$ cat config.mk
export PLATFORM = sky130hd
export DESIGN_NAME = sync_word_framer
export DESIGN_NICKNAME = d
export VERILOG_FILES = /design/src/rtl/sfr_pkg.sv /design/src/rtl/sfr_window.sv /design/src/rtl/sfr_packer.sv /design/src/rtl/sync_word_framer.sv
export SDC_FILE = /design/constraint.sdc
export NUM_CORES = 1
export LEC_CHECK = 0
export BUFFER_PORTS_ARGS = -buffer_cell sky130_fd_sc_hd__buf_4
export CAP_MARGIN = 20
export CELL_PAD_IN_SITES_DETAIL_PLACEMENT = 0
export CELL_PAD_IN_SITES_GLOBAL_PLACEMENT = 1
export CORE_MARGIN = 3
export CORE_UTILIZATION = 41
export DETAILED_ROUTE_END_ITERATION = 8
export GPL_ROUTABILITY_DRIVEN = 1
export PLACE_DENSITY = 0.72
export SKIP_LAST_GASP = 1
export SLEW_MARGIN = 25
export SYNTH_ARGS = -nofsm -noshare
export SYNTH_HDL_FRONTEND = slang
export SYNTH_SLANG_ARGS = --single-unit
$ cat constraint.sdc
create_clock -name clk -period 2.2 [get_ports clk]
set_input_delay 0.44 -clock clk [delete_from_list [all_inputs] [get_ports clk]]
set_output_delay 0.44 -clock clk [all_outputs]
set_load 0.02 [all_outputs]
$ cat src/rtl/sfr_pkg.sv
package sfr_pkg;
    // Default framing geometry
    localparam int unsigned SFR_WORD_W    = 10;
    localparam int unsigned SFR_ONES_LEN  = 10;
    localparam int unsigned SFR_ZEROS_LEN = 20;

    // Width of a counter that indexes 0..n-1
    function automatic int unsigned sfr_idx_w(input int unsigned n);
        return (n <= 2) ? 1 : $clog2(n);
    endfunction
endpackage

$ cat src/rtl/sfr_window.sv
module sfr_window #(
    parameter int unsigned ONES_LEN  = sfr_pkg::SFR_ONES_LEN,
    parameter int unsigned ZEROS_LEN = sfr_pkg::SFR_ZEROS_LEN
) (
    input  logic clk,
    input  logic rst_n,
    input  logic bit_vld,
    input  logic bit_in,
    output logic hit_o,
    output logic sync_pulse_o
);
    localparam int unsigned WIN_W = ONES_LEN + ZEROS_LEN;
    localparam logic [WIN_W-1:0] PATTERN = {{ONES_LEN{1'b1}}, {ZEROS_LEN{1'b0}}};

    typedef struct packed {
        logic [WIN_W-1:0] win;
        logic             pulse;
    } win_state_t;

    win_state_t st_d, st_q;
    logic [WIN_W-1:0] shifted;
    logic             hit;

    always_comb begin
        st_d    = st_q;
        shifted = {st_q.win[WIN_W-2:0], bit_in};
        hit     = bit_vld && (shifted == PATTERN);
        st_d.pulse = hit;
        if (bit_vld) begin
            st_d.win = shifted;
        end
    end

    always_ff @(posedge clk) begin
        if (!rst_n) begin
            st_q <= '0;
        end else begin
            st_q <= st_d;
        end
    end

    assign hit_o        = hit;
    assign sync_pulse_o = st_q.pulse;


    sync_needs_bit_chk: assert property (@(posedge clk) disable iff (!rst_n)
        sync_pulse_o |-> $past(bit_vld));


    pulse_single_chk: assert property (@(posedge clk) disable iff (!rst_n)
        sync_pulse_o |=> !sync_pulse_o);
endmodule

$ cat src/rtl/sfr_packer.sv
module sfr_packer #(
    parameter int unsigned WORD_W = sfr_pkg::SFR_WORD_W
) (
    input  logic              clk,
    input  logic              rst_n,
    input  logic              bit_vld,
    input  logic              bit_in,
    input  logic              hit_i,
    output logic [WORD_W-1:0] word_o,
    output logic              word_stb_o,
    output logic              locked_o
);
    localparam int unsigned CNT_W = sfr_pkg::sfr_idx_w(WORD_W);
    localparam logic [CNT_W-1:0] LAST = CNT_W'(WORD_W - 1);

    typedef struct packed {
        logic [WORD_W-1:0] acc;
        logic [CNT_W-1:0]  cnt;
        logic [WORD_W-1:0] word;
        logic              stb;
        logic              locked;
    } pack_state_t;

    pack_state_t       st_d, st_q;
    logic [WORD_W-1:0] acc_next;

    always_comb begin
        st_d     = st_q;
        st_d.stb = 1'b0;
        acc_next = st_q.acc;
        acc_next[st_q.cnt] = bit_in;
        if (bit_vld) begin
            if (hit_i) begin
                st_d.acc    = '0;
                st_d.cnt    = '0;
                st_d.locked = 1'b1;
            end else if (st_q.cnt == LAST) begin
                st_d.acc = '0;
                st_d.cnt = '0;
                if (st_q.locked) begin
                    st_d.word = acc_next;
                    st_d.stb  = 1'b1;
                end
            end else begin
                st_d.acc = acc_next;
                st_d.cnt = st_q.cnt + 1'b1;
            end
        end
    end

    always_ff @(posedge clk) begin
        if (!rst_n) begin
            st_q <= '0;
        end else begin
            st_q <= st_d;
        end
    end

    assign word_o     = st_q.word;
    assign word_stb_o = st_q.stb;
    assign locked_o   = st_q.locked;


    stb_needs_lock_chk: assert property (@(posedge clk) disable iff (!rst_n)
        word_stb_o |-> locked_o);


    lock_sticky_chk: assert property (@(posedge clk) disable iff (!rst_n)
        !$fell(locked_o));


    no_stb_on_hit_chk: assert property (@(posedge clk) disable iff (!rst_n)
        word_stb_o |-> !$past(hit_i));


    cnt_range_chk: assert property (@(posedge clk) disable iff (!rst_n)
        st_q.cnt <= LAST);


    word_hold_chk: assert property (@(posedge clk) disable iff (!rst_n)
        !word_stb_o |-> $stable(word_o));
endmodule

$ cat src/rtl/sync_word_framer.sv
module sync_word_framer #(
    parameter int unsigned WORD_W    = sfr_pkg::SFR_WORD_W,
    parameter int unsigned ONES_LEN  = sfr_pkg::SFR_ONES_LEN,
    parameter int unsigned ZEROS_LEN = sfr_pkg::SFR_ZEROS_LEN
) (
    input  logic              clk,
    input  logic              rst_n,
    input  logic              bit_vld,
    input  logic              bit_in,
    output logic [WORD_W-1:0] word_o,
    output logic              word_stb_o,
    output logic              sync_pulse_o,
    output logic              locked_o
);
    logic hit;

    sfr_window #(
        .ONES_LEN (ONES_LEN),
        .ZEROS_LEN(ZEROS_LEN)
    ) u_window (
        .clk         (clk),
        .rst_n       (rst_n),
        .bit_vld     (bit_vld),
        .bit_in      (bit_in),
        .hit_o       (hit),
        .sync_pulse_o(sync_pulse_o)
    );

    sfr_packer #(
        .WORD_W(WORD_W)
    ) u_packer (
        .clk       (clk),
        .rst_n     (rst_n),
        .bit_vld   (bit_vld),
        .bit_in    (bit_in),
        .hit_i     (hit),
        .word_o    (word_o),
        .word_stb_o(word_stb_o),
        .locked_o  (locked_o)
    );


    no_stb_with_sync_chk: assert property (@(posedge clk) disable iff (!rst_n)
        !(word_stb_o && sync_pulse_o));


    sync_sets_lock_chk: assert property (@(posedge clk) disable iff (!rst_n)
        sync_pulse_o |-> locked_o);
endmodule

==> out/qor.txt, run 1 <==
RUN STATUS
-----------------------------------------------------------------------------------------------------
Status ................................................................................. finished clean

CRITICAL PATH
-----------------------------------------------------------------------------------------------------
Crit-path max cell delay ...............................................................       350 ps
Count of buffer and inverter cells on the critical path ................................            1
Type of the setup path with the least slack ............................................ flop to flop
Largest fanout of any net on the critical path .........................................           10
Critical-path cell list ................................................................ nor4_4 > nand4_4 > o2111ai_2 > buf_4 > mux2i_1
Crit end category ......................................................................         flop
Crit path max-delay cell type ..........................................................      dfxtp_1
Required time of the critical path .....................................................      2440 ps
Critical path arrival ..................................................................      1920 ps
Element type at the critical path start ................................................         flop
Top delay family on crit path .......................................................... simple AND/OR/NAND/NOR gates

RUN
-----------------------------------------------------------------------------------------------------
Number of max-cap violations ...........................................................            0

CELLS AND AREA
-----------------------------------------------------------------------------------------------------
Number of standard cells in the layout, taps in and fillers out ........................          333
Finished layout cell area ..............................................................     2830 µm²
Total area of multi-input combinational cells ..........................................     1340 µm²
Fill cell count ........................................................................          606
Sequential Area ........................................................................     1120 µm²
Final net count ........................................................................          261
Fraction of final layout cells sized beyond drive strength 1 ...........................        16.7%
Antenna diode instance count ...........................................................            0
P&R area growth vs syn .................................................................        8.13%

POWER AND IR DROP
-----------------------------------------------------------------------------------------------------
Total design power .....................................................................      1820 µW
Switching Share ........................................................................        22.2%
Power spent charging and discharging nets ..............................................       403 µW
Maximum vdd ir drop ....................................................................     0.319 mV
Internal Dissipation ...................................................................      1410 µW
Sequential share of power ..............................................................        57.3%
Cell leakage power .....................................................................   0.00113 µW
Share of total power in combinational logic ............................................         6.0%
Clock share of power ...................................................................        36.7%
Power Density ..........................................................................   642 nW/µm²

MIN PATH
-----------------------------------------------------------------------------------------------------
Min-delay worst type ................................................................... input port to flop

DRT
-----------------------------------------------------------------------------------------------------
Post-route antenna net violation count .................................................            0
Via total after detailed routing .......................................................         1718
Router iterations before antenna repair ................................................            4
Final WL ...............................................................................      4550 µm
Average wire per cell in the routed design .............................................      13.6 µm
Drt initial violations .................................................................           99
Average via count per standard cell ....................................................         5.16
Post-route DRC .........................................................................            0

SYNTHESIS
-----------------------------------------------------------------------------------------------------
Mapped Cells ...........................................................................          255
Proportion of synthesized area in mux cells ............................................        18.8%
Most numerous cell types in the synthesized netlist .................................... dfxtp_1 (56), mux2i_1 (48), nor2b_1 (33)
Commonest register cell after synthesis ................................................      dfxtp_1
Synth area leaders ..................................................................... dfxtp_1 (43%), mux2i_1 (18%), nor2b_1 (7.9%), nand2_1 (3.9%), nor4_4 (3.3%)
Post-synthesis share of cell area spent on xor and xnor gates ..........................           0%
Main combinational cell family by area after synthesis ................................. simple AND/OR/NAND/NOR gates
Post-synthesis share of cell area spent on full adders, half adders and majority gates .           0%
Synthesized net count ..................................................................          259
Synth area leader ......................................................................      dfxtp_1
Synthesized-area fraction occupied by ao, oa, aoi and oai cells ........................        6.45%
Post-synth EDFFs .......................................................................            0
Top-count cell post-synth ..............................................................      dfxtp_1
Area share of and/or/nand/nor cells after synthesis ....................................        25.8%
Number of warnings printed during yosys synthesis ......................................            0
Synthesized flop and latch total .......................................................           56
Sequential cell area fraction in the yosys report ......................................        42.8%
Synthesized area per cell ..............................................................     10.3 µm²
Number of distinct library cells after synthesis .......................................           35
Proportion of synthesized flip-flops having asynchronous set or reset ..................           0%
Area of the mapped netlist .............................................................     2620 µm²
Portion of synthesized cell area occupied by the leading cell type .....................        42.8%

FLOORPLAN
-----------------------------------------------------------------------------------------------------
Total core area ........................................................................     6060 µm²
DIE HEIGHT .............................................................................      85.9 µm
Initial cell density of the core .......................................................        43.2%
Number of placed I/O pins ..............................................................           17
Cell Rows ..............................................................................           28
Chip width .............................................................................      85.9 µm
Total Die Area .........................................................................     7380 µm²

TIMING
-----------------------------------------------------------------------------------------------------
Time the worst path needs with I/O delays and setup ....................................      1680 ps
Final-report hold violation count ......................................................            0
Worst clock skew .......................................................................      7.04 ps
Final worst-path cycle share ...........................................................        76.5%
RSZ-0062 raised after global routing ...................................................           no
Achievable clock frequency .............................................................      594 MHz
Slew at the pin closest to its max-slew limit ..........................................       522 ps
Setup violators final ..................................................................            0
Setup TNS ..............................................................................         0 ps
Remaining max-slew budget at the tightest pin ..........................................        65.1%
Number of pins with negative max-slew slack in the final report ........................            0

PLACED DESIGN
-----------------------------------------------------------------------------------------------------
Quantity of I/O buffers inserted on ports ..............................................           16
Gp weighted congestion .................................................................        0.673
HPWL after DPL .........................................................................      2950 µm
Area after DPL .........................................................................     2720 µm²
Instance count after placement with tap cells included .................................          325

CLOCK TREE
-----------------------------------------------------------------------------------------------------
Clock Tree Buf Depth ...................................................................            2
Maximum level of the CTS H-tree ........................................................            2
Total clock sinks ......................................................................           56
Total of hold buffers inserted after clock tree synthesis ..............................            0
Clock root buffer ......................................................................     clkbuf_8
CTS tree ...............................................................................        built
Num CTS Buffers ........................................................................            5
Total of cells resized after clock tree synthesis ......................................            0
Post-CTS Setup Inserts .................................................................            0
Skew-Pair Late Insertion Delay .........................................................       310 ps
Clock Pin Slew Worst Setup and Hold Paths ..............................................       100 ps

GLOBAL ROUTING
-----------------------------------------------------------------------------------------------------
First-pass GRT wire length .............................................................      8020 µm
Antenna violations before repair .......................................................            0
Number of global-route vias before repair ..............................................         1646
Pin count of the biggest net entering global routing ...................................           32
Total congestion overflow after global routing .........................................            0
GRT Util Overall .......................................................................        13.5%

## state kept, by name (all words and copies together) (netlist names)
signal,flops
u_window.shifted,29
u_window.sync_pulse_o,1
u_packer.word_o,10
u_packer.word_stb_o,1
u_packer.locked_o,1
u_packer.st_q,14
## stage by stage
stage / hold slack (ps) / utilization, % / worst slack, ps
after floorplan: 410 / - / 671
after global placement: 432 / 44.9 / 357
after detailed placement: 425 / 44.9 / 272
after CTS: 365 / 46.7 / 489
after global routing: 382 / 46.7 / 383
final: 374 / 46.7 / 517
## cells by family (layout without fill, tap and decap cells)
logic type	after synthesis	count (layout)
muxes	49	49
DFF	56	56
buffers and inverters	29	32
AOI/OAI and AO/OA	26	26
and+or+nand+nor	95	95
## worst paths after layout
path | slack, ps | from | end | cells after the start
max reg2reg | 520 | u_window.shifted[13] | u_packer.word_o[1] | 5
min reg2reg | 440 | u_packer.st_q[25] | u_packer.st_q[25] | 2
min | 370 | bit_vld | u_packer.st_q[25] | 2
max | 520 | u_window.shifted[13] | u_packer.word_o[1] | 5
## per-layer routing
| metal | routed length, µm | share of wire (%) | GRT usage [%] | vias up |
|---|---|---|---|---|
| met5 | 0 | 0 | 0 | - |
| met2 | 1900 | 42 | 19.1 | 19 |
| met4 | 58 | 1.3 | 4.32 | 0 |
| met1 | 2450 | 54 | 20.1 | 818 |
| li1 | - | - | - | 876 |
| met3 | 132 | 2.9 | 3.17 | 5 |
## power groups by stage
stage	Sequential, µW	Clock, µW	Combinational (µW)
2_1_floorplan	1050	0	94.8
3_3_place_gp	1060	0	111
3_5_place_dp	1060	0	110
4_1_cts	1040	690	111
5_1_grt	1040	727	121
6_report	1040	666	109
## layout by cell type (no fill, tap or decap), types with 2 or more instances in the layout
cell      synthesis  final
nor2_1            2      2
nor4b_1           4      4
mux2i_1          48     48
clkbuf_8          0      5
o22ai_1           2      2
nor3_1            2      2
o211ai_1          2      2
dfxtp_1          56     56
and4bb_2          5      5
nand2b_1          9      9
inv_1             2      2
nor4_4            4      4
nor4_1            2      2
a21boi_0          4      4
o21ai_0          11     11
nand2_1          27     27
buf_4            10     22
nor2b_1          33     33
## layout make-up
class | instances | share of cell area [%]
Timing Repair Buffer | 22 | 5.84
Multi-Input combinational cell | 170 | 47.2
Inverter | 2 | 0.265
Clock buffer | 6 | 2.56
Clock inverter | 2 | 1.24
Tap cell | 75 | 3.32
Sequential cell | 56 | 39.6
Power figures use the tool's default switching activity.
==> run 2, diff against run 1 <==
Settings changed: PLACE_DENSITY 0.72 to 0.74.
Clock period 2.2 ns to 1.3 ns, I/O delays scaled along.
==> run 2 against run 1 <==
Compared with the run above:
- the flow now finishes with violations (setup timing)
- clock power up 46%
- largest cell class unchanged
- clock-buffer cell count up 2
- largest power group unchanged
- sequential cell count unchanged
- total power up 64%
- clock skew down 2.1 ps
- highest routed layer unchanged
- global-route usage up 0.71 points
- final area up 16%
- maximum frequency up 11%
- via count up 6.7%
- sequential power up 67%
- final cell count up 12%
==> out/qor.txt, run 2 (synthesis results as in run 1) <==
FLOORPLAN
------------------------------------------------------------------------------
Chip width ......................................................      85.9 µm   unchanged
Number of placed I/O pins .......................................           17   unchanged
Total Die Area ..................................................     7380 µm²   unchanged
DIE HEIGHT ......................................................      85.9 µm   unchanged
Initial cell density of the core ................................        43.2%   unchanged
Total core area .................................................     6060 µm²   unchanged
Cell Rows .......................................................           28   unchanged

CRITICAL PATH
------------------------------------------------------------------------------
Register-to-register setup slack ................................      -220 ps   was 520 ps
Crit path max-delay cell type ...................................      dfxtp_2   was dfxtp_1
Required time of the critical path ..............................      1540 ps   was 2440 ps
Crit-path max cell delay ........................................       350 ps   about the same
Largest fanout of any net on the critical path ..................           10   unchanged
Critical-path cell list ......................................... nor4_4 > nand4_4 > o2111ai_4 > buf_12 > mux2i_1   was nor4_4 > nand4_4 > o2111ai_2 > buf_4 > mux2i_1
Element type at the critical path start .........................         flop   unchanged
Critical path arrival ...........................................      1760 ps   was 1920 ps
Crit end category ...............................................         flop   unchanged
Cell count of the worst reg-to-reg path .........................            5   unchanged
Type of the setup path with the least slack ..................... flop to flop   unchanged

DRT
------------------------------------------------------------------------------
Average wire per cell in the routed design ......................      13.0 µm   was 13.6 µm
Post-route antenna net violation count ..........................            0   unchanged
Final WL ........................................................      4870 µm   was 4550 µm
Post-route DRC ..................................................            0   unchanged
Average via count per standard cell .............................         4.90   was 5.16
Via total after detailed routing ................................         1833   was 1718
Router iterations before antenna repair .........................            4   unchanged
Drt initial violations ..........................................           78   was 99

TIMING
------------------------------------------------------------------------------
RSZ-0062 raised after global routing ............................          yes   was no
Final worst hold slack ..........................................       295 ps   was 374 ps
Remaining max-slew budget at the tightest pin ...................        57.6%   was 65.1%
Achievable clock frequency ......................................      658 MHz   was 594 MHz
Setup violators final ...........................................           27   was 0
Final critical-path setup slack .................................      -219 ps   was 517 ps
Time the worst path needs with I/O delays and setup .............      1520 ps   was 1680 ps
Slew at the pin closest to its max-slew limit ...................       635 ps   was 522 ps
Final worst-path cycle share ....................................         117%   was 76.5%
Number of pins with negative max-slew slack in the final report .            0   unchanged
Final-report hold violation count ...............................            0   unchanged
Worst clock skew ................................................      4.92 ps   was 7.04 ps

RUN STATUS
------------------------------------------------------------------------------
Failing checks .................................................. setup timing
Status .......................................................... finished with violations   was finished clean

GLOBAL ROUTING
------------------------------------------------------------------------------
Pin count of the biggest net entering global routing ............           45   was 32
First-pass GRT wire length ......................................      8450 µm   was 8020 µm
Total congestion overflow after global routing ..................            0   unchanged
Number of global-route vias before repair .......................         1802   was 1646
GRT Util Overall ................................................        14.2%   was 13.5%
Antenna violations before repair ................................            0   unchanged

CELLS AND AREA
------------------------------------------------------------------------------
Antenna diode instance count ....................................            0   unchanged
Flip-flop count of the largest register after layout ............           29   unchanged
Fill cell count .................................................          560   was 606
Commonest non-fill, non-tap cell in the layout ..................        buf_4   was dfxtp_1
P&R area growth vs syn ..........................................        25.0%   was 8.13%
Number of standard cells in the layout, taps in and fillers out .          374   was 333
Commonest cells after routing, fill and taps aside .............. buf_4 (52), dfxtp_1 (49), mux2i_1 (48), nor2b_1 (33), nand2_1 (27)   was dfxtp_1 (56), mux2i_1 (48), nor2b_1 (33), nand2_1 (27), buf_4 (22)
Fraction of final layout cells sized beyond drive strength 1 ....        33.1%   was 16.7%
Final net count .................................................          302   was 261
Finished layout cell area .......................................     3270 µm²   was 2830 µm²

RUN
------------------------------------------------------------------------------
Number of max-cap violations ....................................            0   unchanged

POWER AND IR DROP
------------------------------------------------------------------------------
Cell leakage power ..............................................   0.00137 µW   was 0.00113 µW
Power Density ...................................................   910 nW/µm²   was 642 nW/µm²
Maximum vdd ir drop .............................................     0.602 mV   was 0.319 mV

PLACED DESIGN
------------------------------------------------------------------------------
Area after DPL ..................................................     3050 µm²   was 2720 µm²
HPWL after DPL ..................................................      3250 µm   was 2950 µm
Quantity of I/O buffers inserted on ports .......................           16   unchanged
Instance count after placement with tap cells included ..........          362   was 325
Gp weighted congestion ..........................................        0.842   was 0.673

CLOCK TREE
------------------------------------------------------------------------------
Maximum level of the CTS H-tree .................................            2   unchanged
Num CTS Buffers .................................................            5   unchanged
Clock Tree Buf Depth ............................................            2   unchanged
Total clock sinks ...............................................           56   unchanged
Clock root buffer ...............................................     clkbuf_8   unchanged
Total of hold buffers inserted after clock tree synthesis .......            0   unchanged
Skew-Pair Late Insertion Delay ..................................       310 ps   about the same
Clock Pin Slew Worst Setup and Hold Paths .......................        90 ps   was 100 ps
CTS tree ........................................................        built   unchanged

MIN PATH
------------------------------------------------------------------------------
Count of cells along the worst hold path ........................            2   unchanged
Min-delay worst type ............................................ input port to flop   unchanged

run 2: cell count changes in the layout (fill, tap and decap cells not counted), sizes merged:
cell and change:
clkinv -1, bufinv -1, buf +41, clkbuf +2
run 2: final timing paths:
kind / endpoint / from
setup / recovery: u_packer.word_o[6] / u_window.shifted[13]
hold / removal: u_packer.st_q[25] / bit_vld
setup reg to reg: u_packer.word_o[6] / u_window.shifted[13]
hold reg to reg: u_packer.st_q[24] / u_packer.st_q[24]
run 2: per-stage QoR:
step	worst slack, ps	utilization [%]	power [µW]	TNS, ps
floorplan	-138	-	1940	-2120
global placement	-183	50.4	2030	-4150
detailed placement	-209	50.4	2030	-4620
CTS	-224	52.1	3020	-4760
global route	-335	54.0	3130	-7000
finish	-219	54.0	2980	-4750
run 2: cell type report:
cell class	instances	area, µm²	share of cell area, %
Sequential cell	56	1130	34.5
Clock buffer	8	90.1	2.75
Tap cell	75	93.8	2.87
Timing Repair Buffer	63	549	16.8
Inverter	2	7.51	0.230
Multi-Input combinational cell	170	1400	42.8
run 2: worst max-delay path: cells and delay by family (launching register included):
| kind | cells | cell delay [ps] |
|---|---|---|
| and+or+nand+nor | 2 | 500 |
| DFF | 1 | 350 |
| AOI/OAI and AO/OA | 1 | 240 |
| muxes | 1 | 180 |
| buffers and inverters | 1 | 170 |
run 2: power breakdown:
| part | leakage [µW] | total (µW) | switching (µW) | internal [µW] |
|---|---|---|---|---|
| sequential | 0.000455 | 1740 | 12.7 | 1730 |
| combinational | 0.000870 | 264 | 133 | 132 |
| clock | 0.0000455 | 971 | 535 | 436 |
run 2: per-layer routing:
metal	track usage (%)	part of all wire [%]
met5	0	0
met4	3.88	0.35
met3	4.13	3.7
met2	19.9	42
met1	21.1	54
run 2: timing repair:
item,CTS,global route
buffers inserted,0,3
endpoints found under the setup margin,27,27
pin swaps,0,16
gates resized for setup,5,30
cloned,1,0
==> run 3, diff against run 2 <==
Settings changed: ABC_AREA set to 1, CORE_UTILIZATION 41 to 39, PLACE_DENSITY 0.74 to 0.77.
==> run 3 against run 2 <==
Compared with the run above:
- the flow still finishes with violations (setup timing)
- hold slack worse by 44 ps
- wire length is 16% higher
- clock-buffer cell count is 2 lower
- critical endpoint is now u_packer.word_o[3]
==> out/qor.txt, run 3 <==
RUN STATUS
------------------------------------------------------------------------------------
Status ................................................................ finished with violations   unchanged
Failing checks ........................................................ setup timing   unchanged

SYNTHESIS
------------------------------------------------------------------------------------
Synth area leaders .................................................... dfxtp_1 (45%), nand2_1 (10%), a21oi_1 (8.5%), o21ai_0 (8.3%), nor2_1 (7.3%)   was dfxtp_1 (43%), mux2i_1 (18%), nor2b_1 (7.9%), nand2_1 (3.9%), nor4_4 (3.3%)
Proportion of synthesized flip-flops having asynchronous set or reset .           0%   unchanged
Synthesized flop and latch total ......................................           56   unchanged
Number of warnings printed during yosys synthesis .....................            0   unchanged
Commonest register cell after synthesis ...............................      dfxtp_1   unchanged
Synthesized net count .................................................          359   was 259
Top-count cell post-synth .............................................      nand2_1   was dfxtp_1
Synthesized area per cell .............................................     6.99 µm²   was 10.3 µm²
Mapped Cells ..........................................................          355   was 255
Post-synth EDFFs ......................................................            0   unchanged
Number of distinct library cells after synthesis ......................           22   was 35
Synth area leader .....................................................      dfxtp_1   unchanged
Area of the mapped netlist ............................................     2480 µm²   was 2620 µm²
Most numerous cell types in the synthesized netlist ................... nand2_1 (66), dfxtp_1 (56), nor2_1 (48)   was dfxtp_1 (56), mux2i_1 (48), nor2b_1 (33)
Sequential cell area fraction in the yosys report .....................        45.2%   was 42.8%
Portion of synthesized cell area occupied by the leading cell type ....        45.2%   was 42.8%

DRT
------------------------------------------------------------------------------------
Average via count per standard cell ...................................         4.70   was 4.90
Router iterations before antenna repair ...............................            4   unchanged
Drt initial violations ................................................          108   was 78
Average wire per cell in the routed design ............................      11.9 µm   was 13.0 µm
Final WL ..............................................................      5640 µm   was 4870 µm
Post-route antenna net violation count ................................            0   unchanged
Via total after detailed routing ......................................         2236   was 1833
Post-route DRC ........................................................            0   unchanged

CRITICAL PATH
------------------------------------------------------------------------------------
Crit-path max cell delay ..............................................       320 ps   was 350 ps
Count of buffer and inverter cells on the critical path ...............            2   was 1
Element type at the critical path start ...............................         flop   unchanged
Largest fanout of any net on the critical path ........................            7   was 10
Crit end category .....................................................         flop   unchanged
Critical-path cell list ............................................... inv_1 > nand2_1 > nor2_1 > nand2_1 > nor2_4 > nand2_4 > clkbuf_16 > a21oi_4 > nor2_1   was nor4_4 > nand4_4 > o2111ai_4 > buf_12 > mux2i_1
Crit path max-delay cell type .........................................      dfxtp_1   was dfxtp_2
Top delay family on crit path ......................................... simple AND/OR/NAND/NOR gates   unchanged
Type of the setup path with the least slack ........................... flop to flop   unchanged
Critical path arrival .................................................      1590 ps   was 1760 ps
Required time of the critical path ....................................      1510 ps   was 1540 ps

CLOCK TREE
------------------------------------------------------------------------------------
CTS tree ..............................................................        built   unchanged
Clock root buffer .....................................................     clkbuf_8   unchanged
Skew-Pair Late Insertion Delay ........................................       310 ps   about the same
Num CTS Buffers .......................................................            5   unchanged
Total of hold buffers inserted after clock tree synthesis .............            0   unchanged
Clock Tree Buf Depth ..................................................            2   unchanged
Total clock sinks .....................................................           56   unchanged
Maximum level of the CTS H-tree .......................................            2   unchanged
Clock Pin Slew Worst Setup and Hold Paths .............................       100 ps   was 90 ps

MIN PATH
------------------------------------------------------------------------------------
Min-delay worst type .................................................. input port to flop   unchanged

POWER AND IR DROP
------------------------------------------------------------------------------------
Cell leakage power ....................................................   0.00148 µW   was 0.00137 µW
Power Density .........................................................   982 nW/µm²   was 910 nW/µm²
Maximum vdd ir drop ...................................................     0.651 mV   was 0.602 mV

FLOORPLAN
------------------------------------------------------------------------------------
Number of placed I/O pins .............................................           17   unchanged
Initial cell density of the core ......................................        41.2%   was 43.2%
Chip width ............................................................      85.7 µm   was 85.9 µm
DIE HEIGHT ............................................................      85.7 µm   was 85.9 µm
Total core area .......................................................     6030 µm²   was 6060 µm²
Total Die Area ........................................................     7350 µm²   was 7380 µm²
Cell Rows .............................................................           28   unchanged

CELLS AND AREA
------------------------------------------------------------------------------------
Commonest non-fill, non-tap cell in the layout ........................      nand2_1   was buf_4
P&R area growth vs syn ................................................        31.8%   was 25.0%
Utilization after layout ..............................................        54.3%   was 54.0%
Flip-flop count of the largest register after layout ..................           29   unchanged
Antenna diode instance count ..........................................            0   unchanged
Fraction of final layout cells sized beyond drive strength 1 ..........        34.2%   was 33.1%
Commonest cells after routing, fill and taps aside .................... nand2_1 (62), buf_4 (60), dfxtp_1 (44), nor2_1 (41), o21ai_0 (36)   was buf_4 (52), dfxtp_1 (49), mux2i_1 (48), nor2b_1 (33), nand2_1 (27)
Final net count .......................................................          404   was 302

TIMING
------------------------------------------------------------------------------------
Worst clock skew ......................................................      7.94 ps   was 4.92 ps
Slew at the pin closest to its max-slew limit .........................       593 ps   was 635 ps
Time the worst path needs with I/O delays and setup ...................      1380 ps   was 1520 ps
Final worst-path cycle share ..........................................         106%   was 117%
Achievable clock frequency ............................................      727 MHz   was 658 MHz
Final worst hold slack ................................................       251 ps   was 295 ps
Final-report hold violation count .....................................            0   unchanged
RSZ-0062 raised after global routing ..................................          yes   unchanged
Setup violators final .................................................           22   was 27
Final critical-path setup slack .......................................     -76.4 ps   was -219 ps
Number of pins with negative max-slew slack in the final report .......            0   unchanged
Remaining max-slew budget at the tightest pin .........................        60.4%   was 57.6%

PLACED DESIGN
------------------------------------------------------------------------------------
Quantity of I/O buffers inserted on ports .............................           16   unchanged
HPWL after DPL ........................................................      3650 µm   was 3250 µm
Gp weighted congestion ................................................        0.781   was 0.842

GLOBAL ROUTING
------------------------------------------------------------------------------------
GRT Util Overall ......................................................        15.9%   was 14.2%
Number of global-route vias before repair .............................         2059   was 1802
Antenna violations before repair ......................................            0   unchanged
Total congestion overflow after global routing ........................            0   unchanged
Pin count of the biggest net entering global routing ..................           29   was 45
First-pass GRT wire length ............................................      9490 µm   was 8450 µm

RUN
------------------------------------------------------------------------------------
Number of max-cap violations ..........................................            0   unchanged

## run 3: cell types whose count changed after synthesis, moves of 5 or more
| cell | change |
|---|---|
| a21oi_1 | +41 |
| and4bb_2 | -5 |
| inv_1 | +38 |
| mux2i_1 | -48 |
| nand2_1 | +39 |
| nand2b_1 | -9 |
| nand3_1 | +21 |
| nor2_1 | +46 |
| nor2b_1 | -33 |
| o21ai_0 | +30 |
## run 3: timing repair
action,4_1_cts,5_1_grt
pin swaps,4,11
resized for setup,19,49
buffers inserted,4,1
gates cloned,1,2
endpoints found under the setup margin,27,27
## run 3: stage by stage
stage	setup TNS [ps]	worst slack (ps)	cells	total power, µW	cell area [µm²]
floorplan	-31.4	-31.4	355	2090	2500
global placement	-1600	-131	460	2240	2870
detailed placement	-1770	-125	460	2250	2870
CTS	-809	-69.4	473	3220	3070
global route	-4090	-201	476	3380	3270
finish	-915	-76.4	476	3210	3270
## run 3: where the power goes
part	switching (µW)	internal [µW]	total, µW
Combinational	230	177	407
Sequential	44.4	1790	1830
Clock	584	385	970
## run 3: metal layers
metal  track usage (%)  wire length [µm]
met3              3.65               198
met5                 0                 0
met2              23.5              2380
met1              23.3              3010
met4              3.88                47
## run 3: worst paths after layout
kind / from / endpoint / slack [ps] / cells past startpoint
max: u_window.shifted[19] / u_packer.word_o[3] / -80 / 9
min: bit_vld / u_window.shifted[1] / 250 / 2
max reg2reg: u_window.shifted[19] / u_packer.word_o[3] / -80 / 9
min reg2reg: u_packer.st_q[25] / u_packer.st_q[25] / 450 / 2
## run 3: kinds of logic (layout without fill, tap and decap cells)
family,count (synthesis),after routing,share of synthesized area (%)
compound gates,83,83,16.8
xor+xnor,1,1,0.353
buf+inv,73,119,13.5
flops,56,56,45.2
simple gates,142,142,24.2
## run 3: cell type report
cell class              count  area [µm²]
multi-input cells         226        1200
well taps                  75        93.8
fillers                   597        2760
repair buffers             66         579
inverters                  45         169
clock inverters             2        16.3
flip-flops and latches     56        1140
clock buffers               6        72.6
